## src/rtl/mmio_gpio_ctrl.sv

```systemverilog
module mmio_gpio_ctrl #(
  parameter int WIDTH        = 32,
  parameter int ADDR_W       = 4,
  parameter bit DIR_INVERT   = 1'b0,
  parameter bit REVERSE_BITS = 1'b0,
  parameter bit SET_READBACK = 1'b0
) (
  input  logic              clk,
  input  logic              rst_n,
  input  logic [ADDR_W-1:0] bus_addr,
  input  logic              bus_wen,
  input  logic [WIDTH-1:0]  bus_wdata,
  input  logic              bus_ren,
  output logic [WIDTH-1:0]  bus_rdata,
  input  logic [WIDTH-1:0]  pad_in,
  output logic [WIDTH-1:0]  pad_oe,
  output logic [WIDTH-1:0]  pad_out
);
  localparam logic [1:0] SEL_DATA = 2'd0;
  localparam logic [1:0] SEL_SET  = 2'd1;
  localparam logic [1:0] SEL_CLR  = 2'd2;
  localparam logic [1:0] SEL_DIR  = 2'd3;
  localparam logic [WIDTH-1:0] DIR_RST = DIR_INVERT ? {WIDTH{1'b1}} : {WIDTH{1'b0}};

  if (!(WIDTH == 8 || WIDTH == 16 || WIDTH == 32 || WIDTH == 64)) begin : g_bad_width
    $error("mmio_gpio_ctrl: WIDTH must be 8, 16, 32 or 64");
  end
  if (ADDR_W < 4) begin : g_bad_addr
    $error("mmio_gpio_ctrl: ADDR_W must be at least 4");
  end

  logic [WIDTH-1:0] out_latch, dir_q, sync1, sync2, oe_reg, pin_reg, rd_next;
  logic [1:0]       sel;
  logic             unused_addr;

  assign sel         = bus_addr[3:2];
  assign unused_addr = ^bus_addr;
  assign oe_reg      = DIR_INVERT ? ~dir_q : dir_q;

  for (genvar n = 0; n < WIDTH; n++) begin : g_line
    localparam int B = REVERSE_BITS ? WIDTH - 1 - n : n;
    assign pad_oe[n]  = oe_reg[B];
    assign pad_out[n] = out_latch[B] & oe_reg[B];
    assign pin_reg[B] = sync2[n];
  end

  always_comb begin
    case (sel)
      SEL_DATA: rd_next = (pin_reg & ~oe_reg) | (out_latch & oe_reg);
      SEL_SET:  rd_next = SET_READBACK ? out_latch : '0;
      SEL_CLR:  rd_next = '0;
      default:  rd_next = dir_q;
    endcase
  end

  always_ff @(posedge clk) begin
    if (!rst_n) begin
      out_latch <= '0;
      dir_q     <= DIR_RST;
      sync1     <= '0;
      sync2     <= '0;
      bus_rdata <= '0;
    end else begin
      sync1 <= pad_in;
      sync2 <= sync1;
      if (bus_ren) bus_rdata <= rd_next;
      if (bus_wen) begin
        case (sel)
          SEL_DATA: out_latch <= bus_wdata;
          SEL_SET:  out_latch <= out_latch | bus_wdata;
          SEL_CLR:  out_latch <= out_latch & ~bus_wdata;
          default:  dir_q     <= bus_wdata;
        endcase
      end
    end
  end

  a_r2_data_load: assert property (@(posedge clk) disable iff (!rst_n)
    (bus_wen && sel == SEL_DATA) |=> out_latch == $past(bus_wdata));

  a_r3_set_bits: assert property (@(posedge clk) disable iff (!rst_n)
    (bus_wen && sel == SEL_SET) |=>
      ((out_latch & $past(bus_wdata)) == $past(bus_wdata)) &&
      ((out_latch & ~$past(bus_wdata)) == ($past(out_latch) & ~$past(bus_wdata))));

  a_r4_clear_bits: assert property (@(posedge clk) disable iff (!rst_n)
    (bus_wen && sel == SEL_CLR) |=>
      ((out_latch & $past(bus_wdata)) == '0) &&
      ((out_latch & ~$past(bus_wdata)) == ($past(out_latch) & ~$past(bus_wdata))));

  a_r4_clear_reads_zero: assert property (@(posedge clk) disable iff (!rst_n)
    (bus_ren && sel == SEL_CLR) |=> bus_rdata == '0);

  a_r7_rdata_hold: assert property (@(posedge clk) disable iff (!rst_n)
    !bus_ren |=> $stable(bus_rdata));

  a_r11_no_drive_on_input: assert property (@(posedge clk) disable iff (!rst_n)
    (pad_out & ~pad_oe) == '0);
endmodule

```

## config.mk

```make
export PLATFORM = sky130hd
export DESIGN_NAME = mmio_gpio_ctrl
export DESIGN_NICKNAME = d
export VERILOG_FILES = /design/src/rtl/mmio_gpio_ctrl.sv
export SDC_FILE = /design/constraint.sdc
export NUM_CORES = 1
export LEC_CHECK = 0
export ABC_AREA = 1
export BUFFER_PORTS_ARGS = -buffer_cell sky130_fd_sc_hd__buf_4
export CORE_MARGIN = 2
export CORE_UTILIZATION = 48
export DETAILED_ROUTE_END_ITERATION = 7
export GPL_TIMING_DRIVEN = 1
export PLACE_DENSITY = 0.76
export SYNTH_ARGS = -nofsm -noshare
export SYNTH_HDL_FRONTEND = slang
export SYNTH_SLANG_ARGS = --single-unit
```

## constraint.sdc

```tcl
create_clock -name clk -period 1.12 [get_ports clk]
set_input_delay 0.056 -clock clk [delete_from_list [all_inputs] [get_ports clk]]
set_output_delay 0.056 -clock clk [all_outputs]
set_load 0.02 [all_outputs]
```

==> results list, run 1 <==
* Final weighted congestion of routability-driven global placement: 0.799
- In the final routed layout, each cell accounts on average for 14.1 µm.
* Area of the die: 15,600 µm²
* Average footprint of a synthesized cell: 6.81 µm²
- Synthesis produced a netlist whose cell count is 1,031.
* Register area share after synthesis: 45.6%
* Worst-skew pair later-pin latency: 440 ps
- The worst setup path is captured at an output pin.
* Relative contribution of the clock network to total power: 39.8%
- Data required, critical path: 1060 ps
- Number of antenna violations at the first check in global routing: 0
- The first detailed-routing pass ran for 5 iterations.
* Achievable Freq: 902 MHz
- Clock net sink count: 160
- Detailed Route WL: 20.9 mm
- Ratio of final minimum period to clock period: 99.0%
* Clock tree from TritonCTS: yes
- Max Clock Skew: 13.4 ps
- Least-Margin Pin Slew: 316 ps
- Setup_tns: 0 ps
* Deepest level of the CTS H-tree: 4
* Port-buffer cells: 165
- After detailed placement, the total cell area comes to 8650 µm².
- Number of remaining DRC errors: 0
* Worst-path maximum fanout: 4
- Class of the tightest hold or removal check: in -> reg
- Row generation in the floorplan step produced 44 rows.
- Overflow left after global routing: 0
- Proportion of power drawn by combinational gates: 16.4%
- Clock Tree Root: sky130_fd_sc_hd__clkbuf_16
- Number of hold violations in the final report: 0
- The number of antenna diodes in the final layout is 0.
- Summed over all nets, the switching power comes to 0.00367 W.
- Critical path start-end classification: reg -> out
- The run finished with clean final reports.
* P_int: 0.0105 W
- For this run, the total global-route usage over all layers was measured as 25.2%.
- After detailed routing, the number of vias per cell comes to 4.84.
- In this run the cell area of the synthesized design comes to 7020 µm².
- CP Launch Type: register
- Final worst path period need: 1110 ps
* YS warnings: 0
- The analysis attributes to cell leakage a power of 5.63 nW.
- Synthesis-to-layout area growth: 46.9%
- R2R cell count: 6
- The routed layout has 7,153 vias.
- Most frequent cells in the layout: sky130_fd_sc_hd__nand2_1 (359), sky130_fd_sc_hd__inv_1 (179), sky130_fd_sc_hd__buf_4 (176), sky130_fd_sc_hd__a21oi_1 (124), sky130_fd_sc_hd__dfxtp_1 (104)
- Synth cell types: 20
* ANT nets after route: 0
* Number of max-cap violations: 0
- Clock-pin slew was measured on the worst setup and hold paths at 60 ps.
- DRC marker count from the first detailed-route iteration: 527
- For this design the top-level I/O count stands at 168.
- The first global-routing pass estimated 32.1 mm of wire.
- VDD sags by at most 984 µV.
- Once the floorplan was initialized, standard cells occupied 48.7% of the core.
- TritonCTS created 17 clock buffers.
* Power per standard cell area: 1370 nW/µm²
* DPL Wire Length: 12.3 mm
- Fraction of power spent switching nets: 25.9%
- When the netlist entered floorplanning its net count stood at 1,108.
- The number of pins with negative max-slew slack in the final report came to 0.
- In this run the standard cell core region covers 14,400 µm².
* Die Wd: 125 µm
* Most common cell after layout, fill and taps aside: sky130_fd_sc_hd__nand2_1
* Number of cells on the worst hold path: 3
- Vias in the first global route: 6,804
- Registers are responsible for 43.8% of the overall power.
* Fraction of layout instances using a drive strength above 1: 28.4%
- After the last flow step, the layout net total stands at 1,360.
- Entering global routing, the biggest net connects 39 pins.
- Maximum buffer depth of the clock tree: 2
* Chip height: 125 µm
- Data on the critical path arrives at its endpoint at 1050 ps.
* Slew Limit Headroom: 78.9%
* Total power: 0.0142 W
* Flip-flop and latch count after synthesis: 160
- Design area: 10,300 µm²
- Count of final setup violators: 0
layer usage:
metal / GRT usage [%] / part of all wire (%) / vias up
met4: 8.17 / 1.9 / 0
met2: 46.3 / 53 / 219
met3: 5.88 / 4.3 / 35
met1: 29.0 / 41 / 3299
met5: 0 / 0 / -
li1: - / - / 3600
critical path, cell delays in order (launching register included):
cell                      delay, ps
sky130_fd_sc_hd__dfxtp_2        340
sky130_fd_sc_hd__buf_4          140
sky130_fd_sc_hd__buf_4          150
cells by family (layout without fill, tap and decap cells):
family                     Yosys count  after routing  synth area share (%)
and+or+nand+nor                    420            420                  24.1
DFF                                160            160                  45.6
adders and majority gates            5              5                 0.891
AOI/OAI and AO/OA                  192            192                  13.9
buffers and inverters              254            517                  15.5
synthesized netlist by cell type:
cell	n	area [µm²]
sky130_fd_sc_hd__ha_1	5	62.6
sky130_fd_sc_hd__clkbuf_1	8	30.0
sky130_fd_sc_hd__a21oi_1	124	621
sky130_fd_sc_hd__nand3_1	24	120
sky130_fd_sc_hd__nand2_1	384	1440
sky130_fd_sc_hd__buf_4	8	60.1
sky130_fd_sc_hd__o21ai_1	21	105
sky130_fd_sc_hd__nor2_8	1	20.0
sky130_fd_sc_hd__nor2_2	1	6.26
sky130_fd_sc_hd__nand2_4	1	11.3
sky130_fd_sc_hd__buf_1	2	7.51
sky130_fd_sc_hd__inv_2	1	3.75
sky130_fd_sc_hd__o21ai_0	43	215
sky130_fd_sc_hd__nand3_2	8	80.1
sky130_fd_sc_hd__inv_1	198	743
sky130_fd_sc_hd__buf_2	28	140
sky130_fd_sc_hd__dfxtp_1	160	3200
sky130_fd_sc_hd__buf_6	9	101
sky130_fd_sc_hd__nor2_4	1	11.3
sky130_fd_sc_hd__a21oi_2	4	35.0
power by group through the flow:
stage               clock network, W  logic (W)  registers [W]
CTS                          0.00568    0.00222        0.00618
detailed placement                 0    0.00200        0.00629
finish                       0.00564    0.00233        0.00621
global route                 0.00595    0.00255        0.00623
floorplan                          0    0.00101        0.00640
global placement                   0    0.00195        0.00629
final timing paths:
check | slack (ps) | start | end
worst max register to register | 270 | pad_oe[31] | bus_rdata[31]
worst min register to register | 410 | sync1[12] | pin_reg[12]
worst max-delay path | 10 | pad_oe[27] | pad_oe[27]
worst min-delay path | 20 | rst_n | pin_reg[9]
metrics by stage:
step / hold slack [ps] / setup slack, ps / util [%] / cells
6_report: 18.2 / 11.7 / 71.5 / 1478
5_1_grt: 26.1 / -28.5 / 71.5 / 1478
4_1_cts: 2.89 / 1.82 / 69.0 / 1458
3_5_place_dp: 241 / -130 / 59.9 / 1357
3_3_place_gp: 236 / -69.7 / 59.9 / 1357
2_1_floorplan: 154 / 35.3 / - / 1031
area by class of cell:
cell class	count	area [µm²]
well taps	184	230
multi-input cells	617	2800
clock buffers	24	482
flip-flops and latches	160	3290
clock inverters	6	82.6
fillers	1097	4110
inverters	199	747
repair buffers	288	2680
what timing repair did:
action,4_1_cts,5_1_grt
pin swaps,0,2
setup endpoints to repair,31,34
buffers inserted,7,20
endpoints found under the hold margin,95,0
hold buffers,64,0
gates cloned,0,0
resized for setup,38,97
No activity file was read; power rests on OpenSTA's default activity.
==> inputs of run 2 (changes only) <==
==> constraint.sdc (replaced) <==
create_clock -name clk -period 1.12 [get_ports clk]
set_input_delay 0.112 -clock clk [delete_from_list [all_inputs] [get_ports clk]]
set_output_delay 0.112 -clock clk [all_outputs]
set_load 0.02 [all_outputs]
==> run 2 against run 1 <==
  * Core utilization rose by 0.19 points
  * Die area unchanged
  * Sequential share of layout area up 0.22 points
  * Clock-buffer cell count down 1
  * Via count is 1.1% lower
  * Routed wire length shrank 3.3%
  * Clock power is 2% lower
  * Non-clock buffer count down 10
  * The flow now finishes with violations (negative setup slack)
  * Final cell count fell by 0.74%
  * Critical path type unchanged
  * Sequential cell count is the same
  * Largest cell class unchanged
  * Fmax fell by 2.3%
==> results list, run 2 (same netlist as run 1, synthesis figures left out) <==
- The worst pin sits at a relative slew slack of 81.9%.
* Most frequent cells in the layout: sky130_fd_sc_hd__nand2_1 (352), sky130_fd_sc_hd__inv_1 (166), sky130_fd_sc_hd__buf_4 (162), sky130_fd_sc_hd__a21oi_1 (124), sky130_fd_sc_hd__dfxtp_1 (97)
- ANT nets after route: 0
* Number of cells on the worst hold path: 3
* Placeable core area: 14,400 µm²
- Metal1 wirelength: 8.15 mm
- Clock net sink count: 160
- Ratio of final minimum period to clock period: 101%
* Status: complete, but fails checks
- Counting cells, the worst reg-to-reg path comes to 7.
- Least-Margin Pin Slew: 271 ps
- The critical path in this run is classified as reg -> out.
- Die Wd: 125 µm
- 168 I/O pins were placed.
* Most common cell after layout, fill and taps aside: sky130_fd_sc_hd__nand2_1
- The wire-length estimate of the detail-placed layout is 12.0 mm.
- Final weighted congestion of routability-driven global placement: 0.780
- Starting density of the core: 48.7%
* Port-buffer cells: 165
* Class of the tightest hold or removal check: in -> reg
* Fin worst setup slack: -14.4 ps
- Counting I/O delays and the setup requirement, the final critical path takes 1130 ps.
- First-pass GRT wire length: 32.5 mm
- Chip height: 125 µm
* Number of nets in the layout: 1,350
- Relative to the synthesized area, the layout overhead comes to 47.3%.
- Achievable Freq: 882 MHz
- The number of antenna violations at the first check in global routing came to 0.
* Number of hold violations in the final report: 0
- The number of antenna diodes in the final layout is 0.
* Power per standard cell area: 1350 nW/µm²
- Traced cell by cell, the critical path runs through nand2_2 > inv_2 > buf_6.
- Peak VDD IR: 1140 µV
- Wire segments on met3 add up to 953 µm in the final route.
* Setup_tns: -33.1 ps
- Violations in the final reports: negative setup slack
* CP max-delay cell: sky130_fd_sc_hd__dfxtp_2
- Endpoint of the most critical setup path: pad_out[21]
* Fraction of layout instances using a drive strength above 1: 30.4%
* Data required, critical path: 1010 ps
- After detailed routing, the average wire length per cell comes to 13.8 µm.
- Total power for the finished layout comes to 0.0140 W.
- Once placement finished, the instance area stood at 8580 µm².
- Number of placed cells counting well taps: 1,351
* Number of remaining DRC errors: 0
- Clock Tree Root: sky130_fd_sc_hd__clkbuf_16
- Worst-skew pair later-pin latency: 420 ps
* CP Launch Type: register
- Vias per cell: 4.82
- Area of the die: 15,600 µm²
- Leakage power: 5.69 nW
- Max Clock Skew: 5.21 ps
* Routed length on met2: 10.7 mm
- In this run the critical register-to-register path is captured at bus_rdata[31].
- Vias in the first global route: 6,900
- Max-slew violation count: 0
- Across all register-to-register paths, the minimum setup slack is 150 ps.
* Num rows: 44
* Router iterations before antenna repair: 5
- Summing all non-filler instances in the final layout gives an area of 10,300 µm².
- Total CTS buffers: 17
* Overflow left after global routing: 0
* DRC marker count from the first detailed-route iteration: 504
* Deepest level of the CTS H-tree: 4
* Worst-path maximum fanout: 4
- The routed layout has 7,077 vias.
- Before CTS, the worst setup slack after placement is -137 ps.
* Detailed Route WL: 20.2 mm
- RSZ-0062 raised after global routing: yes
- Tracing the worst setup path back leads to its startpoint at pad_oe[21].
* GRT Total Usage: 25.3%
* Number of max-cap violations: 0
* Crit path arrival time: 1020 ps
- Final cell count without fillers: 1,467
* Slowest Stage Delay on Critical Path: 360 ps
- Top layer used by detailed routing: met4
- Clock tree from TritonCTS: yes
- Capturing element type of the critical path: output pin
* Reg clk slew, reported paths: 60 ps
- Count of final setup violators: 4
* Maximum number of pins on one net before global-route repair: 36
* R2r startpoint: pad_oe[31]
- Maximum buffer depth of the clock tree: 2
-- run 2: area by class of cell --
type                       count  area, µm²
fill                        1082       4090
sequential                   160       3320
multi-input combinational    617       2880
timing repair buffer         278       2610
inverter                     199        747
clock buffer                  23        468
tap                          184        230
clock inverter                 6       85.1
-- run 2: what timing repair did --
action | in CTS | in global routing
setup endpoints to repair | 32 | 35
endpoints found under the hold margin | 58 | 0
buffers inserted | 20 | 9
gates resized for setup | 160 | 35
hold buffers | 58 | 0
pin swaps | 16 | 14
-- run 2: worst max-delay path, delay by kind of cell (launching register included) --
family	cells	cell delay, ps
simple gates	1	70
flops	1	360
buf+inv	2	170
-- run 2: per-layer routing --
layer,GRT usage [%],vias up
met5,0,-
met3,5.46,33
met2,47.5,194
li1,-,3597
met4,9.35,0
met1,28.0,3253
-- run 2: metrics by stage --
step | util [%] | hold slack [ps]
after floorplan | - | 210
after global placement | 59.5 | 292
after detailed placement | 59.5 | 297
after CTS | 70.5 | 1.65
after global routing | 71.7 | 19.8
final | 71.7 | 17.1
-- run 2: how the worst min path moves through the flow --
| stage | slack [ps] | to | start |
|---|---|---|---|
| detailed placement | 300 | sync1[23] | pad_in[23] |
| CTS | 2 | pad_oe[31] | bus_wdata[31] |
| global placement | 290 | sync1[29] | pad_in[29] |
| floorplan | 210 | sync1[0] | pad_in[0] |
| finish | 20 | pad_oe[31] | bus_wdata[31] |
| global route | 20 | pad_oe[1] | bus_wdata[1] |
-- run 2: power by group --
group          total, W  leakage (nW)  switching (W)  internal, W
Clock           0.00552         0.265        0.00217      0.00335
Combinational   0.00226          4.08        0.00123      0.00103
Sequential      0.00623          1.35       0.000212      0.00601
Total            0.0140          5.69        0.00361       0.0104
==> inputs of run 3 (changes only) <==
- ABC_AREA: 1 -> default
- clock period: 1.12 -> 0.9 ns (I/O delays scaled with it)
==> run 3 against run 2 <==
  * The flow still finishes with violations (negative setup slack)
  * First-iteration DRC count increased by 17%
  * Combinational power increased by 53%
  * Final cell count decreased by 16%
  * Clock skew increased by 3.0 ps
  * Sequential share of layout area decreased by 3.4 points
==> results list, run 3 <==
- Number of placed cells counting well taps: 1,032
- Most used DFF post-synth: sky130_fd_sc_hd__dfxtp_1
- YS warnings: 0
- In the post-synthesis netlist, the cell with the most instances is sky130_fd_sc_hd__dfxtp_1.
* Capturing element type of the critical path: output pin
- Slew Limit Headroom: 78.9%
- Clock tree synthesis selected as its root buffer the cell sky130_fd_sc_hd__clkbuf_16.
* Vias in the first global route: 6,979
- Data arrives at the worst endpoint at 1100 ps.
- The final reports fail on negative setup slack.
* Worst-skew pair later-pin latency: 430 ps
- Dividing the final minimum period by the clock period gives 133%.
- Count of flip-flops with a built-in enable after synthesis: 0
- In this run the number of H-tree levels came out at 4.
* Peak VDD IR: 1380 µV
* Critical path start-end classification: reg -> out
- OpenSTA, run right after detailed placement, puts the worst setup slack at -446 ps.
- For this run, design rule violations remaining after detail routing come to 0.
* Power per standard cell area: 1590 nW/µm²
* R2r startpoint: pad_oe[17]
- Number of max-cap violations: 0
- Clock tree from TritonCTS: yes
- Final cell count without fillers: 1,238
- Summing every instance area after synthesis gives 6740 µm².
- Status: complete, but fails checks
* DPL Wire Length: 12.7 mm
- Counting the buffers created by CTS gives 17.
- The repair_antennas step left the layout with diodes totalling 0.
- After synthesis, the largest area contributor takes up 47.5% of total cell area.
- The top cell types in the final layout, fill and taps aside, are sky130_fd_sc_hd__buf_6 (155), sky130_fd_sc_hd__buf_4 (127), sky130_fd_sc_hd__nand2_1 (96), sky130_fd_sc_hd__dfxtp_2 (68).
* Maximum buffer depth of the clock tree: 2
* Via count: 7,124
* Post-synthesis cell count: 710
- The library cell used most frequently in the layout, excluding fill and tap cells, is sky130_fd_sc_hd__buf_6.
* DRC marker count from the first detailed-route iteration: 591
- The floorplan has 43 rows.
- Chip height: 122 µm
- Placeable core area: 13,800 µm²
* Worst-path maximum fanout: 4
* Fraction of layout instances using a drive strength above 1: 58.3%
* Overflow left after global routing: 0
- Fin worst setup slack: -293 ps
* Cell types occupying the most area after synthesis: sky130_fd_sc_hd__dfxtp_1 (48%), sky130_fd_sc_hd__and2_1 (9.0%), sky130_fd_sc_hd__nand2_1 (5.4%)
- Final worst path period need: 1190 ps
- Leading cell types by count after synthesis: sky130_fd_sc_hd__dfxtp_1 (160), sky130_fd_sc_hd__and2_1 (97), sky130_fd_sc_hd__nand2_1 (97), sky130_fd_sc_hd__a21oi_1 (36), sky130_fd_sc_hd__o21ai_1 (35)
- At the pin with the least slew margin, the transition time is 313 ps.
* RSZ-0062 raised after global routing: yes
* Die Wd: 122 µm
* Max-slew violation count: 0
- ANT nets after route: 0
- Max Clock Skew: 8.16 ps
* IO Pins: 168
- Routability-driven placement finished with a final weighted congestion of 0.823.
- Achievable Freq: 838 MHz
- Port-buffer cells: 165
- Hold path start: bus_wdata[19]
- The synthesized design contains 160 register bits.
- Number of antenna violations at the first check in global routing: 0
- First-pass GRT wire length: 35.9 mm
* GRT Total Usage: 31.0%
* Detailed Route WL: 26.1 mm
* Number of hold violations in the final report: 0
- Dominant cell type by area after synthesis: sky130_fd_sc_hd__dfxtp_1
* Starting density of the core: 48.9%
* Synthesized netlist net count: 787
- Synthesis-to-layout area growth: 75.1%
* Number of nets in the layout: 1,122
* Class of the tightest hold or removal check: in -> reg
- Router iterations before antenna repair: 5
- Setup violations remaining at the end of the flow were counted as 133.
- Reg clk slew, reported paths: 70 ps
- Entering global routing, the biggest net connects 50 pins.
- Synth cell types: 29
- Counting every sink on the clock net gives 160.
* DR WL/cell: 21.1 µm
- Register area share after synthesis: 47.5%
- CP Launch Type: register
- Vias per cell: 5.75
- Area of the die: 15,000 µm²
- Launching instance or port of the critical path: pad_oe[1]
- The analysis attributes to cell leakage a power of 4.82 nW.
* Setup_tns: -21,410 ps
- Asr flop ratio synth: 0%
- Data required, critical path: 810 ps
- Average footprint of a synthesized cell: 9.49 µm²
==> run 3: layer usage <==
layer / GRT usage [%] / wire [µm] / vias up
met5: 0 / 0 / -
met2: 53.6 / 13100 / 380
li1: - / - / 3139
met3: 7.81 / 1660 / 115
met4: 14.4 / 1320 / 0
met1: 35.9 / 9980 / 3490
==> run 3: final cells by class <==
type,instances,area (µm²)
timing repair buffer,373,3910
clock inverter,14,180
inverter,3,36.3
clock buffer,18,439
sequential,160,3390
fill,594,1970
tap,180,225
multi-input combinational,490,3620
==> run 3: path summary, 6_finish.rpt <==
| check | depth (start not counted) | slack [ps] | endpoint |
|---|---|---|---|
| worst max-delay path | 2 | -290 | pad_out[1] |
| worst min-delay path | 3 | 10 | out_latch[19] |
| worst min register to register | 1 | 440 | pin_reg[4] |
| worst max register to register | 5 | -270 | bus_rdata[17] |
==> run 3: per-stage QoR <==
step / hold slack [ps] / power (W) / cell area, µm² / util, %
final: 12.0 / 0.0187 / 11800 / 85.7
after global placement: 298 / 0.0101 / 8670 / 63.0
after detailed placement: 301 / 0.0102 / 8670 / 63.0
after floorplan: 217 / 0.00927 / 7150 / -
after CTS: 4.37 / 0.0182 / 11200 / 81.1
after global routing: 3.68 / 0.0192 / 11800 / 85.7
==> run 3: report_power, final <==
group	switching (W)	internal, W
Clock	0.00312	0.00447
Sequential	0.000245	0.00742
Combinational	0.00164	0.00181
==> run 3: worst max-delay path, stage by stage, from the launching register on <==
cell                      delay [ps]
sky130_fd_sc_hd__dfxtp_4         380
sky130_fd_sc_hd__and2_4          180
sky130_fd_sc_hd__buf_6           120
==> run 3: timing repair <==
item,in CTS,in global routing
pin swaps,44,69
gates cloned,1,4
hold buffers,64,0
resized for setup,217,83
buffers inserted,78,34
setup endpoints to repair,99,150
endpoints found under the hold margin,69,0
==> run 3: logic make-up after synthesis <==
| logic type | count (synthesis) | synth area share, % |
|---|---|---|
| AOI/OAI and AO/OA | 224 | 22.7 |
| and+or+nand+nor | 261 | 23.3 |
| DFF | 160 | 47.5 |
| adders and majority gates | 5 | 0.928 |
| buffers and inverters | 60 | 5.55 |
